[src/rtl/f8x_widen.sv]
module f8x_widen (
  input  logic        clk,
  input  logic        rst_n,
  input  logic        in_vld,
  input  logic        in_fmt,
  input  logic [7:0]  in_byte,
  output logic        out_vld,
  output logic [31:0] out_word
);

  logic       sgn;
  logic [4:0] ev;
  logic [2:0] mv;
  logic [7:0] eadj;
  logic       etop;
  logic [1:0] lz;
  logic [2:0] sfrac;
  logic [31:0] res;

  assign sgn  = in_byte[7];
  assign ev   = in_fmt ? in_byte[6:2] : {1'b0, in_byte[6:3]};
  assign mv   = in_fmt ? {in_byte[1:0], 1'b0} : in_byte[2:0];
  assign eadj = in_fmt ? 8'd112 : 8'd120;
  assign etop = in_fmt ? (&in_byte[6:2]) : (&in_byte[6:3]);

  assign lz    = mv[2] ? 2'd0 : (mv[1] ? 2'd1 : 2'd2);
  assign sfrac = mv[2] ? {mv[1:0], 1'b0} : (mv[1] ? {mv[0], 2'b00} : 3'b000);

  always_comb begin
    if (ev == 5'd0) begin
      if (mv == 3'd0) res = {sgn, 31'd0};
      else            res = {sgn, eadj - {6'd0, lz}, sfrac, 20'd0};
    end else if (etop && in_fmt && mv == 3'd0) begin
      res = {sgn, 8'hFF, 23'd0};
    end else if (etop && (in_fmt || mv == 3'b111)) begin
      res = {sgn, 8'hFF, 1'b1, 22'd0};
    end else begin
      res = {sgn, eadj + {3'd0, ev}, mv, 20'd0};
    end
  end

  always_ff @(posedge clk or negedge rst_n) begin
    if (!rst_n) begin
      out_vld  <= 1'b0;
      out_word <= 32'd0;
    end else begin
      out_vld <= in_vld;
      if (in_vld) out_word <= res;
    end
  end

  a_r9_vld_follows: assert property (@(posedge clk) disable iff (!rst_n)
    in_vld |=> out_vld);
  a_r9_vld_drops: assert property (@(posedge clk) disable iff (!rst_n)
    !in_vld |=> !out_vld);
  a_r9_word_holds: assert property (@(posedge clk) disable iff (!rst_n)
    !in_vld |=> $stable(out_word));
  a_r8_sign_kept: assert property (@(posedge clk) disable iff (!rst_n)
    in_vld |=> out_word[31] == $past(in_byte[7]));
  a_r5_zero_signed: assert property (@(posedge clk) disable iff (!rst_n)
    (in_vld && in_byte[6:0] == 7'd0) |=> out_word[30:0] == 31'd0);
  a_r7_top_exp: assert property (@(posedge clk) disable iff (!rst_n)
    (in_vld && in_fmt && in_byte[6:2] == 5'h1F) |=> out_word[30:23] == 8'hFF);
  a_r1_exp_span: assert property (@(posedge clk) disable iff (!rst_n)
    (in_vld && !in_fmt && in_byte[6:0] != 7'd0 && in_byte[6:0] != 7'h7F)
      |=> (out_word[30:23] >= 8'd118 && out_word[30:23] <= 8'd135));
  a_r2_exp_span: assert property (@(posedge clk) disable iff (!rst_n)
    (in_vld && in_fmt && in_byte[6:0] != 7'd0 && in_byte[6:2] != 5'h1F)
      |=> (out_word[30:23] >= 8'd111 && out_word[30:23] <= 8'd142));

endmodule

[config.mk]
export PLATFORM = sky130hd
export DESIGN_NAME = f8x_widen
export DESIGN_NICKNAME = d
export VERILOG_FILES = /design/src/rtl/f8x_widen.sv
export SDC_FILE = /design/constraint.sdc
export NUM_CORES = 1
export LEC_CHECK = 0
export BUFFER_PORTS_ARGS = -buffer_cell sky130_fd_sc_hd__clkbuf_2
export CAP_MARGIN = 30
export CORE_MARGIN = 8
export CORE_UTILIZATION = 44
export DETAILED_ROUTE_END_ITERATION = 16
export GPL_TIMING_DRIVEN = 0
export PLACE_DENSITY = 0.82
export SYNTH_ARGS = -nofsm -noshare
export SYNTH_HDL_FRONTEND = slang
export SYNTH_SLANG_ARGS = --single-unit
[constraint.sdc]
create_clock -name clk -period 1 [get_ports clk]
set_input_delay 0.2 -clock clk [delete_from_list [all_inputs] [get_ports clk]]
set_output_delay 0.2 -clock clk [all_outputs]
set_load 0.05 [all_outputs]
After elaboration in Yosys (flattened, before gate mapping)
Index checks and enable logic that the tools add are counted.
Widths: inputs -> output; s select.
{ "word_totals": {"out_inout_bits": 33, "word_cells": 25, "in_bits": 12, "regBits": 33} }
{ "classes": {"addsub": 2, "reduce_logical": 8, "mux": 12, "n_eq_ne": 1} }
{ "ops": {"columns": ["operator", "count"], "rows": [
  ["$mux 31", 4],
  ["$mux 3", 3],
  ["$add 7x5->8", 1],
  ["$sub 7x2->8", 1],
  ["$logic_not 5->1", 1],
  ["$mux 5", 1],
  ["$reduce_and 5->1", 1],
  ["$mux 2", 2],
  ["$mux 4", 1],
  ["$reduce_and 4->1", 1],
  ["$eq 3x3->1 const B", 1],
  ["$logic_and 1x1->1", 3],
  ["$logic_not 3->1", 1],
  ["$logic_or 1x1->1", 1],
  ["$mux 1", 1]
]} }

Depth between registers and ports, before layout
{ "logic_depth": {"depth_word": 7, "mapped_depth": 6} }

Worst setup path after synthesis
Ideal clock, no wire load.
{ "synth_timing": {"kind": "input to register", "start": "input in_byte[3]", "end": "register out_word[23]", "cell_stages": 3, "setup_ps": 94, "n_path_buf": 0, "t_arrival_ps": 1173, "slack_ps": -267, "required_ps": 906, "cell_sequence": "or4_4 -> o2111a_1 -> a211oi_1"} }
{ "synth_between": {"elab_chain_len": 6} }
{ "synth_lines": {"columns": ["item", "line", "source"], "rows": [
  ["start, declared", "6", "input logic [7:0] in_byte,"],
  ["branches (longest 5 deep; another with $add 7x5->8)", null, null],
  ["$mux 31 (*)", "30", "if (ev == 5'd0) begin"],
  ["end signal, assigned", "48", "if (in_vld) out_word <= res;"],
  ["end, declared", "8", "output logic [31:0] out_word"]
]} }
Mark *: on every way between the ends.
A chain may end at the register's enable or synchronous reset.

Final worst setup path
{ "layout_timing": {"start": "register out_word[29]", "end": "output out_word[29]"} }
No word-level cell between the ends.

==> summary.txt <==
CP arrival -> 0.99 ns
CORE AREA -> 0.001922 sq mm
Clk_lat worst skew -> 0.28 ns
Share of cells above drive strength 1 -> 0.5333
Critical path class -> reg -> out
Initial antenna violation count -> 0
Initial DRC Count -> 64
PnR Total Power -> 1.978 mW
CP startpoint -> out_word[29]
Final number of setup-violating endpoints -> 19
Total number of vias -> 990
Peak VDD IR -> 688.4 uV
Max frequency -> 837.1 MHz
Clock Sinks -> 12
Worst endpoint required time -> 0.80 ns
Dpl ws -> -0.4408 ns
DRT Pass-1 Iters -> 4
Worst Hold Path Cells -> 1
Largest net degree at the start of global routing -> 13
DIE AREA -> 0.003697 sq mm
Tmin final -> 1.195 ns
Port Buffer Count -> 23
Setup crit start kind -> flip-flop
Crit share post-route -> 1.195
Routed WL -> 3.310 mm
Ys flop type -> dfrtp_1
Die width -> 60.81 um
WP depth -> 2
Final Hold Viols -> 0
Finished Layout Cells -> 192
Netlist Area Pre-Place -> 883.3 sq um
Reg clk slew, reported paths -> 0.09 ns
Hold crit path type -> in -> reg
Worst hold start -> in_vld
Yosys warnings -> 0
Hpwl dp -> 1.804 mm
Cells on worst reg2reg path -> 2
Yosys cell types -> 38
Area grow syn2layout -> 82.01%
FP Rows -> 16
Routability cong. -> 0.8917
Top cell family by delay on the critical path -> flip-flops
Gr usage total -> 0.1525
Worst path bufs/invs -> 2
Seq/Total Area, Yosys -> 0.3399
H-tree Lvls -> 1
Post-route DRC violation count -> 0
Routed length per instance -> 17.24 um
I/O pin cnt -> 45
CTS tree -> done
Cell count after placement -> 167
PnR worst setup slack -> -0.1946 ns
Syn avg cell area -> 9.014 sq um
Max Root-Sink Buffers -> 2
CTS buffer count -> 3
Outcome -> finished with violations
Slowest CP cell -> dfrtp_2
Pins Over Slew Limit -> 0
Post-DP Area -> 0.001159 sq mm
LEAKAGE -> 0.7997 nW
Clk_skew -> 0 ns
PwrDens -> 1230 mW/mm^2
Grt ovf -> 0
Ant diodes -> 0
First-pass GRT wire length -> 4.250 mm
Max-Cap Viols -> 0
Failing checks -> setup timing
Die H -> 60.81 um
Vias in the first global route -> 907
Vias per inst -> 5.156
CP cell instances -> buf_6, clkbuf_16
Crit Path Max Fanout -> 3
#FFs+latches synth -> 12
Worst path max stage delay -> 0.43 ns
Unrepaired setup endpoints after global routing -> true
Starting density of the core -> 0.4596
Root Driver -> clkbuf_4
Post-synth EDFFs -> 0
Synth Instances -> 98
Ys async rst share -> 1.000
Antenna Nets Post-Route -> 0
Final instance area -> 0.001608 sq mm
Filler Cells Inserted -> 96
Reg2reg start -> out_word[21]
Crit. End Element -> output port
Fin nets -> 179
## layout by cell type, fill, tap and decap left out, types with 3 or more instances in the layout
master / synthesis / final
conb_1: 1 / 20
dfrtp_1: 12 / 11
nand2_1: 4 / 4
and2_1: 3 / 3
nor2_1: 6 / 6
clkbuf_2: 0 / 6
buf_8: 0 / 13
buf_6: 0 / 6
buf_4: 21 / 37
inv_1: 5 / 5
a21oi_2: 0 / 3
clkbuf_4: 0 / 4
## final cells by class
class                      count  area [sq um]  area share
buffer                        25         210.2      0.1307
sequential                    12         301.5      0.1875
tap                           27         33.78     0.02101
inverter                       5         18.77     0.01167
clock buffer                   4         36.28     0.02257
multi-input combinational     75         540.5      0.3362
timing repair buffer          44         466.7      0.2903
## timing repair
item	4_1_cts	5_1_grt
endpoints found under the setup margin	20	20
hold buffers	1	0
pin swaps	3	10
hold endpoints to repair	12	0
gates resized for setup	38	30
setup buffers	10	12
## report_power, final
group	switching, mW	internal [mW]
sequential	0.0492	0.534
combinational	0.577	0.405
clock	0.191	0.222
total	0.817	1.16
## flip-flops by register name, indices dropped and copies added, names as in the netlist
register,flops
out_word,11
out_vld,1
## worst paths after layout
check / endpoint / slack (ns)
min reg2reg: out_word[31] / 0.58
min in group asynchronous: out_word[21] / 0.34
max reg2reg: out_word[21] / -0.05
max in group asynchronous: out_word[29] / 0.40
min: out_vld / 0.05
max: out_word[29] / -0.19
## worst reg2reg max path, delay by kind of cell, from the launching register on
| family | cells | cell delay [ns] |
|---|---|---|
| DFF | 1 | 0.45 |
| AOI/OAI and AO/OA | 1 | 0.33 |
| buffers and inverters | 1 | 0.16 |
## cell usage after synthesis, drive strengths merged, types with 2 or more instances
library cell   n  area (sq um)
a211oi         2         15.01
a21o           2         15.01
a21oi          4         20.02
a311oi         2         17.52
a31oi          2         12.51
and2           3         18.77
buf           22         161.4
clkbuf         3         11.26
dfrtp         12         300.3
inv            5         18.77
mux2i          2         20.02
nand2          4         15.01
nand2b         2         12.51
nor2           6         22.52
nor2b          2         12.51
nor4           3         25.02
o2111ai        2         17.52
o221ai         2         17.52
## kinds of logic (layout without fill, tap and decap cells)
family | after synthesis | count (layout) | share of synthesized area
AOI/OAI and AO/OA | 24 | 24 | 0.2068
adders and majority gates | 1 | 1 | 0.01416
buffers and inverters | 30 | 78 | 0.2167
DFF | 12 | 12 | 0.3399
muxes | 3 | 3 | 0.03541
other | 1 | 20 | 0.004245
and+or+nand+nor | 27 | 27 | 0.1827
## stage by stage
step | TNS (ns) | hold WS, ns | util
after floorplan | -1.023 | -0.09559 | -
after global placement | -3.117 | 0.09036 | 0.6029
after detailed placement | -3.366 | 0.1019 | 0.6029
after CTS | -1.134 | 0.04961 | 0.7585
after global routing | -1.878 | 0.05033 | 0.8366
final | -1.347 | 0.04997 | 0.8366
## per-layer routing
metal	vias to the layer above	share of wire	GRT usage
li1	447	-	-
met1	464	0.36	0.1582
met2	66	0.52	0.2624
met3	13	0.087	0.03390
met4	0	0.027	0.1130
met5	-	0	0
Note: power is estimated with default switching activity, not from simulation.
